## src/rtl/fpw_pkg.sv

```systemverilog
package fpw_pkg;
  typedef enum logic [2:0] {
    ST_IDLE,
    ST_LOAD,
    ST_WE_LO,
    ST_WE_HI,
    ST_POLL_GAP,
    ST_POLL_RD
  } fpw_state_e;
endpackage

```

## src/rtl/fpw_timer.sv

```systemverilog
module fpw_timer #(
  parameter int CNT_W = 32
) (
  input  logic             clk_i,
  input  logic             rst_ni,
  input  logic             clr_i,
  input  logic             en_i,
  input  logic [CNT_W-1:0] limit_i,
  output logic             hit_o
);
  logic [CNT_W-1:0] cnt_q;

  always_ff @(posedge clk_i or negedge rst_ni) begin
    if (!rst_ni)    cnt_q <= '0;
    else if (clr_i) cnt_q <= '0;
    else if (en_i)  cnt_q <= cnt_q + 1'b1;
  end

  assign hit_o = en_i && (cnt_q == limit_i - 1'b1);
endmodule

```

## src/rtl/fpw_bus.sv

```systemverilog
module fpw_bus
  import fpw_pkg::*;
#(
  parameter int ADDR_W = 15,
  parameter int DATA_W = 8
) (
  input  fpw_state_e        state_i,
  input  logic [ADDR_W-1:0] addr_i,
  input  logic [DATA_W-1:0] data_i,
  output logic [ADDR_W-1:0] addr_o,
  output logic [DATA_W-1:0] dq_o,
  output logic              dq_oe_o,
  output logic              ce_no,
  output logic              oe_no,
  output logic              we_no
);
  always_comb begin
    ce_no   = 1'b1;
    oe_no   = 1'b1;
    we_no   = 1'b1;
    dq_oe_o = 1'b0;
    unique case (state_i)
      ST_LOAD:    ce_no = 1'b0;
      ST_WE_LO: begin
        ce_no   = 1'b0;
        we_no   = 1'b0;
        dq_oe_o = 1'b1;
      end
      ST_WE_HI: begin
        ce_no   = 1'b0;
        dq_oe_o = 1'b1;
      end
      ST_POLL_RD: begin
        ce_no = 1'b0;
        oe_no = 1'b0;
      end
      default: ;
    endcase
  end

  assign addr_o = (state_i == ST_IDLE) ? '0 : addr_i;
  assign dq_o   = dq_oe_o ? data_i : '0;
endmodule

```

## src/rtl/flash_page_writer.sv

```systemverilog
module flash_page_writer
  import fpw_pkg::*;
#(
  parameter int ADDR_W        = 15,
  parameter int DATA_W        = 8,
  parameter int PAGE_BYTES    = 64,
  parameter int CNT_W         = 32,
  parameter int WE_LOW_CYC    = 4,
  parameter int WE_HIGH_CYC   = 3,
  parameter int GAP_LIMIT_CYC = 7500,
  parameter int POLL_INT_CYC  = 50,
  parameter int RD_CYC        = 4,
  parameter int TIMEOUT_CYC   = 1000000
) (
  input  logic              clk_i,
  input  logic              rst_ni,
  input  logic              start_i,
  input  logic [ADDR_W-1:0] start_addr_i,
  input  logic              in_valid_i,
  input  logic [DATA_W-1:0] in_data_i,
  output logic              in_ready_o,
  output logic [ADDR_W-1:0] flash_addr_o,
  output logic [DATA_W-1:0] flash_dq_o,
  output logic              flash_dq_oe_o,
  input  logic [DATA_W-1:0] flash_dq_i,
  output logic              flash_ce_no,
  output logic              flash_oe_no,
  output logic              flash_we_no,
  output logic              busy_o,
  output logic              done_o,
  output logic              timeout_o,
  output logic              align_err_o,
  output logic              gap_err_o
);
  localparam int OFS_W  = $clog2(PAGE_BYTES);
  localparam int PAGE_W = ADDR_W - OFS_W;
  localparam int NUM_W  = OFS_W + 1;
  localparam int MSB    = DATA_W - 1;

  fpw_state_e         state_q, state_d;
  logic [PAGE_W-1:0]  page_q;
  logic [OFS_W-1:0]   ofs_q;
  logic [NUM_W-1:0]   num_q;
  logic [DATA_W-1:0]  data_q;
  logic               msb_q;
  logic               align_q, gap_q, to_q, done_q;
  logic [CNT_W-1:0]   ph_lim;
  logic               ph_hit, to_hit, in_poll;
  logic               start_ok, start_bad, take, gap_trip, match, fin_ok, fin_to;
  logic [MSB-1:0]     unused_dq;

  assign unused_dq = flash_dq_i[MSB-1:0];
  assign in_poll   = (state_q == ST_POLL_GAP) || (state_q == ST_POLL_RD);
  assign start_ok  = (state_q == ST_IDLE) && start_i && (start_addr_i[OFS_W-1:0] == '0);
  assign start_bad = (state_q == ST_IDLE) && start_i && (start_addr_i[OFS_W-1:0] != '0);
  assign take      = (state_q == ST_LOAD) && in_valid_i;
  assign gap_trip  = (state_q == ST_LOAD) && !in_valid_i && (num_q != '0) && ph_hit;
  assign match     = (flash_dq_i[MSB] == msb_q);
  assign fin_ok    = (state_q == ST_POLL_RD) && ph_hit && match;
  assign fin_to    = in_poll && to_hit && !fin_ok;

  always_comb begin
    unique case (state_q)
      ST_LOAD:     ph_lim = CNT_W'(GAP_LIMIT_CYC);
      ST_WE_LO:    ph_lim = CNT_W'(WE_LOW_CYC);
      ST_WE_HI:    ph_lim = CNT_W'(WE_HIGH_CYC);
      ST_POLL_GAP: ph_lim = CNT_W'(POLL_INT_CYC);
      ST_POLL_RD:  ph_lim = CNT_W'(RD_CYC);
      default:     ph_lim = CNT_W'(1);
    endcase
  end

  always_comb begin
    state_d = state_q;
    unique case (state_q)
      ST_IDLE:  if (start_ok) state_d = ST_LOAD;
      ST_LOAD: begin
        if (in_valid_i)    state_d = ST_WE_LO;
        else if (gap_trip) state_d = ST_POLL_GAP;
      end
      ST_WE_LO: if (ph_hit) state_d = ST_WE_HI;
      ST_WE_HI: if (ph_hit)
        state_d = (num_q == NUM_W'(PAGE_BYTES)) ? ST_POLL_GAP : ST_LOAD;
      ST_POLL_GAP: begin
        if (fin_to)      state_d = ST_IDLE;
        else if (ph_hit) state_d = ST_POLL_RD;
      end
      ST_POLL_RD: begin
        if (fin_ok || fin_to) state_d = ST_IDLE;
        else if (ph_hit)      state_d = ST_POLL_GAP;
      end
      default: state_d = ST_IDLE;
    endcase
  end

  always_ff @(posedge clk_i or negedge rst_ni) begin
    if (!rst_ni) begin
      state_q <= ST_IDLE;
      page_q  <= '0;
      ofs_q   <= '0;
      num_q   <= '0;
      data_q  <= '0;
      msb_q   <= 1'b0;
      align_q <= 1'b0;
      gap_q   <= 1'b0;
      to_q    <= 1'b0;
      done_q  <= 1'b0;
    end else begin
      state_q <= state_d;
      done_q  <= fin_ok;
      if (start_ok) begin
        page_q  <= start_addr_i[ADDR_W-1:OFS_W];
        num_q   <= '0;
        align_q <= 1'b0;
        gap_q   <= 1'b0;
        to_q    <= 1'b0;
      end
      if (start_bad) align_q <= 1'b1;
      if (take) begin
        data_q <= in_data_i;
        msb_q  <= in_data_i[MSB];
        ofs_q  <= num_q[OFS_W-1:0];
        num_q  <= num_q + 1'b1;
      end
      if (gap_trip) gap_q <= 1'b1;
      if (fin_to)   to_q  <= 1'b1;
    end
  end

  fpw_timer #(.CNT_W(CNT_W)) u_phase_tmr (
    .clk_i  (clk_i),
    .rst_ni (rst_ni),
    .clr_i  (state_d != state_q),
    .en_i   (state_q != ST_IDLE),
    .limit_i(ph_lim),
    .hit_o  (ph_hit)
  );

  fpw_timer #(.CNT_W(CNT_W)) u_poll_tmr (
    .clk_i  (clk_i),
    .rst_ni (rst_ni),
    .clr_i  (start_ok),
    .en_i   (in_poll),
    .limit_i(CNT_W'(TIMEOUT_CYC)),
    .hit_o  (to_hit)
  );

  fpw_bus #(.ADDR_W(ADDR_W), .DATA_W(DATA_W)) u_bus (
    .state_i(state_q),
    .addr_i ({page_q, ofs_q}),
    .data_i (data_q),
    .addr_o (flash_addr_o),
    .dq_o   (flash_dq_o),
    .dq_oe_o(flash_dq_oe_o),
    .ce_no  (flash_ce_no),
    .oe_no  (flash_oe_no),
    .we_no  (flash_we_no)
  );

  assign in_ready_o  = (state_q == ST_LOAD);
  assign busy_o      = (state_q != ST_IDLE);
  assign done_o      = done_q;
  assign timeout_o   = to_q;
  assign align_err_o = align_q;
  assign gap_err_o   = gap_q;

  assert_we_frame_R4: assert property (@(posedge clk_i) disable iff (!rst_ni)
    !flash_we_no |-> (!flash_ce_no && flash_oe_no && flash_dq_oe_o));
  assert_we_hold_R4: assert property (@(posedge clk_i) disable iff (!rst_ni)
    (!flash_we_no && $past(!flash_we_no)) |-> ($stable(flash_addr_o) && $stable(flash_dq_o)));
  assert_ready_R5: assert property (@(posedge clk_i) disable iff (!rst_ni)
    in_ready_o |-> (busy_o && flash_we_no && flash_oe_no));
  assert_gap_R6: assert property (@(posedge clk_i) disable iff (!rst_ni)
    $rose(gap_err_o) |-> (busy_o && !in_ready_o));
  assert_read_release_R7: assert property (@(posedge clk_i) disable iff (!rst_ni)
    !flash_oe_no |-> (!flash_dq_oe_o && flash_we_no && !flash_ce_no));
  assert_done_pulse_R8: assert property (@(posedge clk_i) disable iff (!rst_ni)
    done_o |=> !done_o);
  assert_done_idle_R8: assert property (@(posedge clk_i) disable iff (!rst_ni)
    done_o |-> (!busy_o && !timeout_o));
  assert_timeout_R9: assert property (@(posedge clk_i) disable iff (!rst_ni)
    $rose(timeout_o) |-> (!busy_o && !done_o));
  assert_align_hold_R10: assert property (@(posedge clk_i) disable iff (!rst_ni)
    (busy_o && $past(busy_o)) |-> $stable(align_err_o));
endmodule

```

## config.mk

```make
export PLATFORM = sky130hd
export DESIGN_NAME = flash_page_writer
export DESIGN_NICKNAME = d
export VERILOG_FILES = /design/src/rtl/fpw_pkg.sv /design/src/rtl/fpw_timer.sv /design/src/rtl/fpw_bus.sv /design/src/rtl/flash_page_writer.sv
export SDC_FILE = /design/constraint.sdc
export NUM_CORES = 1
export LEC_CHECK = 0
export BUFFER_PORTS_ARGS = -buffer_cell sky130_fd_sc_hd__buf_2
export CAP_MARGIN = 20
export CORE_MARGIN = 3
export CORE_UTILIZATION = 59
export DETAILED_ROUTE_END_ITERATION = 7
export PLACE_DENSITY = 0.79
export SLEW_MARGIN = 10
export SYNTH_ARGS = -nofsm -noshare
export SYNTH_HDL_FRONTEND = slang
export SYNTH_SLANG_ARGS = --single-unit
export TNS_END_PERCENT = 1
```

## constraint.sdc

```tcl
create_clock -name clk_i -period 2.8 [get_ports clk_i]
set_input_delay 0 -clock clk_i [delete_from_list [all_inputs] [get_ports clk_i]]
set_output_delay 0 -clock clk_i [all_outputs]
set_load 0.005 [all_outputs]
```

==> results of run 1 <==
worst max-delay path by stage:
stage | to | slack [ns]
5_1_grt | u_phase_tmr.cnt_q[31] | -0.02
2_1_floorplan | u_phase_tmr.cnt_q[13] | 0.30
4_1_cts | u_phase_tmr.cnt_q[13] | 0.03
6_report | u_phase_tmr.cnt_q[31] | 0.07
3_5_place_dp | u_phase_tmr.cnt_q[16] | 0.06
3_3_place_gp | u_phase_tmr.cnt_q[24] | 0.15
logic make-up after synthesis:
family,synth area share [%]
AO/OA/AOI/OAI,7.26
flip-flops,41.1
AND/OR/NAND/NOR,37.0
adder cells (fa/ha/maj),0.814
XOR/XNOR,8.97
buffers and inverters,4.70
multiplexers,0.163
power by group:
| part | internal [mW] | switching (mW) | total (mW) | leakage [nW] |
|---|---|---|---|---|
| logic | 0.785 | 1.05 | 1.84 | 1.72 |
| clock network | 0.504 | 0.495 | 0.998 | 0.101 |
| registers | 1.67 | 0.204 | 1.87 | 1.35 |
timing repair:
item                                    4_1_cts  5_1_grt
hold buffers                                 19        0
hold endpoints to repair                     62        0
endpoints found under the setup margin        0       32
resized for setup                             0        6
setup buffers                                 0        0
metrics by stage:
stage | util [%] | setup WS [ns]
floorplan | - | 0.304
global placement | 67.4 | 0.149
global route | 72.3 | -0.0202
detailed placement | 67.4 | 0.0558
CTS | 71.4 | 0.0294
finish | 72.3 | 0.0677
registers in the layout, summed over array words and instances (netlist names):
register,count
u_phase_tmr.cnt_q,32
u_poll_tmr.cnt_q,32
page_q,9
data_q,8
num_q,7
ofs_q,6
state_q,3
align_err_o,1
done_o,1
gap_err_o,1
timeout_o,1
tightest hold or removal path: stages:
cell,delay (ns)
sky130_fd_sc_hd__buf_2,0.08
sky130_fd_sc_hd__xnor2_1,0.10
sky130_fd_sc_hd__nor3b_1,0.19
cell usage in the layout, fill, tap and decap left out, types with 6 or more instances in the layout:
| master | count |
|---|---|
| sky130_fd_sc_hd__nor3_1 | 11 |
| sky130_fd_sc_hd__dlygate4sd3_1 | 19 |
| sky130_fd_sc_hd__nor4_2 | 30 |
| sky130_fd_sc_hd__nand3_1 | 27 |
| sky130_fd_sc_hd__buf_2 | 59 |
| sky130_fd_sc_hd__or3_1 | 31 |
| sky130_fd_sc_hd__xnor2_1 | 25 |
| sky130_fd_sc_hd__nand4_1 | 26 |
| sky130_fd_sc_hd__inv_1 | 11 |
| sky130_fd_sc_hd__buf_4 | 26 |
| sky130_fd_sc_hd__nor4_1 | 17 |
| sky130_fd_sc_hd__and2_1 | 28 |
| sky130_fd_sc_hd__nor2_1 | 46 |
| sky130_fd_sc_hd__clkbuf_8 | 9 |
| sky130_fd_sc_hd__buf_12 | 6 |
| sky130_fd_sc_hd__and4_1 | 11 |
| sky130_fd_sc_hd__xor2_1 | 38 |
| sky130_fd_sc_hd__and3_1 | 11 |
| sky130_fd_sc_hd__o21ai_0 | 17 |
| sky130_fd_sc_hd__nand2_1 | 99 |
| sky130_fd_sc_hd__a21oi_1 | 8 |
| sky130_fd_sc_hd__dfrtp_1 | 100 |
final cells by class:
cell class | instances | area, um2
clock buffers | 12 | 135
clock inverters | 4 | 72.6
fillers | 752 | 2750
inverters | 12 | 45.0
multi-input cells | 495 | 3390
flip-flops and latches | 101 | 2530
well taps | 133 | 166
repair buffers | 113 | 862
per-layer routing:
layer,global-route usage (%),vias up,part of all wire [%]
met5,0,-,0
met1,36.7,2552,44
met2,42.1,190,48
li1,-,2486,-
met3,4.84,32,5.9
met4,8.30,0,2.0
==> summary.txt, run 1 <==
Placement
  – GPL Wtd Cong: 0.908
  – Placed Cells: 832
  – Count of input and output buffers: 60
  – Post-DP Area: 6710 um2
  – Detailed-placement wirelength estimate: 9920 um

Route
  – Vias: 5260
  – Routed wire length: 15100 um
  – Number of antenna-violating nets in the routed design: 0
  – Post-route DRC: 0
  – Via count normalized by instance count: 6.05
  – Number of iterations in the first detailed-routing pass: 5
  – Per-cell routed wire length: 17.4 um
  – Initial DRC Count: 477

Clock network
  – Clock slew at reported path FFs: 0.09 ns
  – Maximum level of the CTS H-tree: 3
  – Root buffer cell: sky130_fd_sc_hd__clkbuf_8
  – Buffer levels on the longest clock path: 2
  – TritonCTS sink count: 101
  – Worst-skew pair later-pin latency: 0.38 ns
  – TritonCTS clock tree: built
  – Clock buffer count from CTS: 9

Synth
  – Most instantiated library cell after synthesis: sky130_fd_sc_hd__dfrtp_1
  – Avg Synthesized Cell Area: 9.46 um2
  – Share of synthesized area occupied by flip-flops and latches: 41.1%
  – Most frequently used flop master after synthesis: sky130_fd_sc_hd__dfrtp_1
  – Number of enable-type register cells in the synthesized netlist: 0
  – Distinct cell type count of the synthesized netlist: 67
  – Number of synthesis warnings: 0
  – Fraction of registers with async set or reset after synthesis: 100%
  – #FFs+latches synth: 101
  – Post-synth net total: 689
  – Instance count of the mapped netlist: 650
  – Mapped Area: 6150 um2
  – Most common library cells after synthesis: sky130_fd_sc_hd__dfrtp_1 (101), sky130_fd_sc_hd__nand2_1 (99), sky130_fd_sc_hd__nor2_1 (46)
  – Area fraction of the dominant cell type after synthesis: 41.1%
  – Ranking of synthesized cells by area: sky130_fd_sc_hd__dfrtp_1 (41%), sky130_fd_sc_hd__nor4_2 (6.1%), sky130_fd_sc_hd__nand2_1 (6.0%), sky130_fd_sc_hd__xor2_1 (5.4%), sky130_fd_sc_hd__xnor2_1 (3.6%)
  – Library cell with the largest summed area after synthesis: sky130_fd_sc_hd__dfrtp_1

Global routing
  – Maximum number of pins on one net before global-route repair: 58
  – Final global-route overflow total: 0
  – Total routing usage reported by global routing: 26.4%
  – Antenna violations before repair: 0
  – First-pass GRT wire length: 24600 um
  – Vias in the first global route: 5021

Final layout
  – Post-layout nets: 771
  – Share of layout cells above drive strength 1: 22.5%
  – Non-Filler Instances: 870
  – Area of all placed cells without fillers: 7200 um2
  – Synth-to-layout area growth: 17.1%
  – Antenna diode count: 0

STA
  – Max Freq: 0.366 GHz
  – Max Slew Vio Count: 0
  – Final hold slack: 0.0480 ns
  – Worst clock skew: 0.0124 ns
  – Worst max-slew margin expressed relative to the limit: 59.4%
  – Final setup violation count: 0
  – Share of the cycle needed by the critical path after routing: 97.6%
  – Accumulated negative setup slack: 0 ns
  – Final hold violation count: 0
  – Minimum clock period: 2.73 ns
  – Worst-Margin Slew: 0.609 ns

Critical path
  – Number of buffer and inverter stages on the critical path: 2
  – Maximum cell stage delay along the critical path: 0.48 ns
  – FF-to-FF setup slack: 0.07 ns
  – Capture instance of the worst register-to-register path: u_phase_tmr.cnt_q[31]
  – Cells traversed along the worst timing path: inv_2 -> ha_1 -> or4b_4 -> or3b_4 -> o41ai_4 -> a41oi_2 -> a21oi_4 -> clkbuf_16 -> nor4_2
  – R2r worst-path depth: 9
  – Delay-heaviest family, CP: simple AND/OR/NAND/NOR gates
  – Critical path depth: 9
  – Critical-path maximum fanout: 16
  – Standard cell with the maximum stage delay on the critical path: sky130_fd_sc_hd__or4b_4
  – Capturing element type of the critical path: flop
  – Data arrival at the endpoint of the critical path: 2.99 ns
  – Worst setup SP type: flop
  – WS Path Type: reg2reg
  – Required time of the worst setup path: 3.05 ns
  – Launching instance or port of the critical path: num_q[1]
  – FF-to-FF Start: num_q[1]

Floorplanning
  – Core area: 9950 um2
  – Total I/O pin count: 68
  – Initial Utilization: 61.8%
  – Area of the die: 11700 um2
  – Number of standard-cell rows in the floorplan: 36
  – Overall die height: 108 um
  – Horizontal die dimension: 108 um

Pwr
  – Maximum resistive drop on vdd: 501 uV
  – Design Power: 4.71 mW
  – Leakage: 3.16 nW
  – Power per standard cell area: 654 nW/um2

Outcome
  – Run status: finished clean

Worst hold path
  – Hold path start: flash_dq_i[7]
  – Worst min-delay path class: in2reg
  – Number of cells on the worst hold path: 3
  – Sink of the worst hold path: done_o

Run
  – Maxcap violations: 0
(Power assumes the default switching activity.)
==> inputs of run 2 (changes only) <==
Settings changed: CELL_PAD_IN_SITES_DETAIL_PLACEMENT set to 1, CELL_PAD_IN_SITES_GLOBAL_PLACEMENT set to 2, CORE_UTILIZATION 59 to 37.
==> run 2 against run 1 <==
Final cell count rose by 11%. Sequential share of layout area fell by 1.4 points. Non-clock buffer count rose by 9. Clock skew fell by 0.0040 ns. Core utilization fell by 26 points. Sequential cell count did not move. Die area rose by 56%. Critical path depth rose by 1. Critical path type unchanged.
==> summary.txt, run 2 (synthesized netlist as in run 1, its figures left out) <==
Pwr
  – Power per standard cell area: 669 nW/um2
  – Maximum resistive drop on vdd: 370 uV
  – Leakage: 3.26 nW
  – Design Power: 5.02 mW

Placement
  – Placed Cells: 921
  – Detailed-placement wirelength estimate: 12000 um
  – Count of input and output buffers: 60
  – GPL Wtd Cong: 0.804

Global routing
  – Vias in the first global route: 5613
  – Maximum number of pins on one net before global-route repair: 56
  – Total routing usage reported by global routing: 19.7%
  – First-pass GRT wire length: 28700 um
  – Antenna violations before repair: 0
  – Final global-route overflow total: 0

Clock network
  – Maximum level of the CTS H-tree: 3
  – TritonCTS sink count: 101
  – Clock slew at reported path FFs: 0.08 ns
  – Root buffer cell: sky130_fd_sc_hd__clkbuf_16
  – Buffer levels on the longest clock path: 2
  – TritonCTS clock tree: built
  – Worst-skew pair later-pin latency: 0.37 ns
  – Clock buffer count from CTS: 9

STA
  – Share of the cycle needed by the critical path after routing: 97.9%
  – Worst max-slew margin expressed relative to the limit: 56.3%
  – Minimum clock period: 2.74 ns
  – Max Slew Vio Count: 0
  – Worst-Margin Slew: 0.655 ns
  – Max Freq: 0.365 GHz
  – Final setup violation count: 0
  – Final hold slack: 0.0384 ns
  – Worst clock skew: 0.00840 ns
  – Final hold violation count: 0
  – Accumulated negative setup slack: 0 ns

Floorplanning
  – Area of the die: 18200 um2
  – Total I/O pin count: 68
  – Initial Utilization: 38.3%
  – Overall die height: 135 um
  – Number of standard-cell rows in the floorplan: 46
  – Core area: 16100 um2
  – Horizontal die dimension: 135 um

Critical path
  – WS Path Type: reg2reg
  – Cells traversed along the worst timing path: inv_2 -> ha_1 -> or4b_4 -> or3b_4 -> o41ai_4 -> a41oi_2 -> a21oi_4 -> buf_12 -> clkbuf_16 -> nor4_2
  – Standard cell with the maximum stage delay on the critical path: sky130_fd_sc_hd__or4b_4
  – Maximum cell stage delay along the critical path: 0.46 ns
  – Required time of the worst setup path: 3.04 ns
  – Number of buffer and inverter stages on the critical path: 3
  – FF-to-FF setup slack: 0.06 ns
  – Worst setup SP type: flop
  – Critical-path maximum fanout: 8
  – Data arrival at the endpoint of the critical path: 2.98 ns
  – Capturing element type of the critical path: flop
  – Delay-heaviest family, CP: simple AND/OR/NAND/NOR gates

Worst hold path
  – Worst min-delay path class: in2reg

Final layout
  – Share of layout cells above drive strength 1: 23.9%
  – Antenna diode count: 0
  – Commonest cells after routing, fill and taps aside: sky130_fd_sc_hd__nand2_1 (99), sky130_fd_sc_hd__dfrtp_1 (99), sky130_fd_sc_hd__buf_2 (59)
  – Non-Filler Instances: 962
  – Largest registers ranked by flip-flop count: u_phase_tmr.cnt_q (32), u_poll_tmr.cnt_q (32), page_q (9)
  – Synth-to-layout area growth: 21.9%
  – Share of the core filled with cells: 46.7%
  – Post-layout nets: 780

Route
  – Initial DRC Count: 210
  – Post-route DRC: 0
  – Routed wire length: 18000 um
  – Number of iterations in the first detailed-routing pass: 4
  – Number of antenna-violating nets in the routed design: 0
  – Vias: 5276
  – Per-cell routed wire length: 18.7 um
  – Via count normalized by instance count: 5.48

Run
  – Maxcap violations: 0

Outcome
  – Run status: finished clean
-- run 2: worst min-delay path, stage by stage --
cell and delay, ns:
sky130_fd_sc_hd__buf_2 0.09, sky130_fd_sc_hd__xnor2_1 0.08, sky130_fd_sc_hd__nor3b_1 0.18
-- run 2: per-layer routing --
metal | global-route usage, % | wire [um]
met1 | 24.5 | 8120
met2 | 35.3 | 9080
met3 | 3.61 | 504
met4 | 4.92 | 270
met5 | 0 | 0
-- run 2: what timing repair did --
item	in CTS	in global routing
buffers inserted	0	1
gates resized for setup	0	6
endpoints found under the setup margin	0	32
hold endpoints to repair	64	0
hold buffers	19	0
-- run 2: path summary, 6_finish.rpt --
check                               from                     to  cells after the start
setup / recovery                num_q[1]   u_phase_tmr.cnt_q[0]                     10
hold / removal             flash_dq_i[7]                 done_o                      3
setup reg to reg                num_q[1]   u_phase_tmr.cnt_q[0]                     10
hold reg to reg                page_q[2]              page_q[2]                      2
max in group asynchronous         rst_ni             state_q[2]                      3
min in group asynchronous         rst_ni  u_phase_tmr.cnt_q[28]                      2
-- run 2: cell type report --
type | instances | area [um2]
Tap cell | 216 | 270
Fill cell | 1827 | 8560
Multi-Input combinational cell | 495 | 3390
Timing Repair Buffer | 122 | 976
Sequential cell | 101 | 2530
Clock inverter | 7 | 63.8
Clock buffer | 9 | 225
Inverter | 12 | 45.0
-- run 2: per-stage QoR --
stage / worst slack [ns] / area, um2
floorplan: 0.304 / 6150
global placement: 0.140 / 6870
detailed placement: 0.0750 / 6870
CTS: 0.0606 / 7350
global route: -0.0494 / 7500
finish: 0.0593 / 7500
-- run 2: power by group --
group / switching (mW) / internal [mW]
clock network: 0.630 / 0.624
registers: 0.215 / 1.67
logic: 1.09 / 0.784
total: 1.94 / 3.08
==> inputs of run 3 (changes only) <==
Settings changed: CORE_UTILIZATION 37 to 40, PLACE_DENSITY 0.79 to 0.84.
Clock period 2.8 ns to 3.35 ns, I/O delays scaled along.
==> run 3 against run 2 <==
Maximum frequency fell by 10%. Die area fell by 7.2%. Wire length decreased by 4.5%. Total power shrank 20%. Worst setup slack better by 0.25 ns. Largest cell class unchanged. Largest power group unchanged.
==> summary.txt, run 3 (synthesized netlist as in run 1, its figures left out) <==
STA
  – Worst max-slew margin expressed relative to the limit: 48.9%
  – Final hold slack: 0.0756 ns
  – Final hold violation count: 0
  – Worst-Margin Slew: 0.767 ns
  – Share of the cycle needed by the critical path after routing: 90.9%
  – Max Freq: 0.328 GHz
  – Minimum clock period: 3.04 ns
  – Max Slew Vio Count: 0
  – Final setup violation count: 0
  – Unrepaired setup endpoints after global routing: no
  – Worst clock skew: 0.0116 ns
  – Accumulated negative setup slack: 0 ns

Pwr
  – Power per standard cell area: 566 nW/um2
  – Design Power: 4.02 mW
  – Leakage: 3.09 nW
  – Maximum resistive drop on vdd: 283 uV

Route
  – Routed wire length: 17200 um
  – Number of antenna-violating nets in the routed design: 0
  – Vias: 5152
  – Initial DRC Count: 232
  – Per-cell routed wire length: 19.0 um
  – Number of iterations in the first detailed-routing pass: 4
  – Via count normalized by instance count: 5.71
  – Post-route DRC: 0

Clock network
  – Root buffer cell: sky130_fd_sc_hd__clkbuf_16
  – Clock buffer count from CTS: 9
  – Post-CTS setup-driven buffer insertion count: 0
  – TritonCTS clock tree: built
  – Buffer levels on the longest clock path: 2
  – Worst-skew pair later-pin latency: 0.36 ns
  – TritonCTS sink count: 101
  – Maximum level of the CTS H-tree: 3
  – Cts repair resizes: 0
  – Clock slew at reported path FFs: 0.08 ns
  – Count of hold-fix buffers inserted at cts: 19

Worst hold path
  – Worst min-delay path class: in2reg

Global routing
  – Antenna violations before repair: 0
  – Vias in the first global route: 5684
  – Final global-route overflow total: 0
  – First-pass GRT wire length: 29000 um
  – Total routing usage reported by global routing: 21.6%
  – Maximum number of pins on one net before global-route repair: 57

Run
  – Maxcap violations: 0

Final layout
  – Share of the core filled with cells: 48.0%
  – Area of all placed cells without fillers: 7100 um2
  – Largest registers ranked by flip-flop count: u_phase_tmr.cnt_q (32), u_poll_tmr.cnt_q (32), page_q (9)
  – Share of layout cells above drive strength 1: 20.3%
  – Most common cell after layout, fill and taps aside: sky130_fd_sc_hd__dfrtp_1
  – Synth-to-layout area growth: 15.5%
  – Post-layout nets: 753
  – Antenna diode count: 0
  – Commonest cells after routing, fill and taps aside: sky130_fd_sc_hd__dfrtp_1 (101), sky130_fd_sc_hd__nand2_1 (99), sky130_fd_sc_hd__buf_2 (59)

Placement
  – Count of input and output buffers: 60
  – Post-DP Area: 6610 um2
  – GPL Wtd Cong: 0.817
  – Detailed-placement wirelength estimate: 11400 um

Critical path
  – Capturing element type of the critical path: flop
  – Worst setup SP type: flop
  – Data arrival at the endpoint of the critical path: 3.26 ns
  – WS Path Type: reg2reg
  – Required time of the worst setup path: 3.56 ns
  – Critical-path maximum fanout: 32

Floorplanning
  – Initial Utilization: 41.5%
  – Area of the die: 16900 um2
  – Total I/O pin count: 68
  – Overall die height: 130 um
  – Core area: 14800 um2
  – Number of standard-cell rows in the floorplan: 44
  – Horizontal die dimension: 130 um

Outcome
  – Run status: finished clean
## run 3: metrics by stage
step	cells	setup WS, ns
floorplan	650	0.854
CTS	903	0.297
global placement	868	0.392
detailed placement	868	0.319
finish	903	0.305
global route	903	0.143
## run 3: final cells by class
class | count | area [um2]
clock buffer | 11 | 253
clock inverter | 5 | 47.5
fill | 1707 | 7710
inverter | 12 | 45.0
multi-input combinational | 495 | 3360
sequential | 101 | 2530
tap | 184 | 230
timing repair buffer | 95 | 638
## run 3: worst max-delay path: stages, from the launching register on
cell	delay (ns)
sky130_fd_sc_hd__dfrtp_1	0.40
sky130_fd_sc_hd__inv_1	0.11
sky130_fd_sc_hd__ha_1	0.16
sky130_fd_sc_hd__or4b_4	0.48
sky130_fd_sc_hd__or3b_4	0.44
sky130_fd_sc_hd__a311oi_4	0.38
sky130_fd_sc_hd__nand4_1	0.20
sky130_fd_sc_hd__o31ai_4	0.09
sky130_fd_sc_hd__buf_4	0.50
sky130_fd_sc_hd__nor4_2	0.12
## run 3: per-layer routing
metal	vias up	wire length (um)	share of wire [%]	track usage (%)
met4	0	350	2.0	7.15
li1	2441	-	-	-
met5	-	0	0	0
met3	22	458	2.7	3.93
met2	61	8810	51	38.0
met1	2628	7540	44	26.7
## run 3: path summary, 6_finish.rpt
| check | from | end | slack (ns) | cells after the start |
|---|---|---|---|---|
| min in group asynchronous | rst_ni | data_q[1] | 0.24 | 2 |
| worst max register to register | num_q[1] | u_phase_tmr.cnt_q[5] | 0.31 | 9 |
| worst max-delay path | num_q[1] | u_phase_tmr.cnt_q[5] | 0.31 | 9 |
| worst min register to register | page_q[7] | page_q[7] | 0.47 | 2 |
| max in group asynchronous | rst_ni | num_q[0] | 2.19 | 3 |
| worst min-delay path | flash_dq_i[7] | done_o | 0.08 | 3 |
## run 3: where the power goes
group / leakage [nW] / switching (mW) / internal, mW
registers: 1.35 / 0.205 / 1.39
logic: 1.59 / 0.838 / 0.518
clock network: 0.147 / 0.505 / 0.561
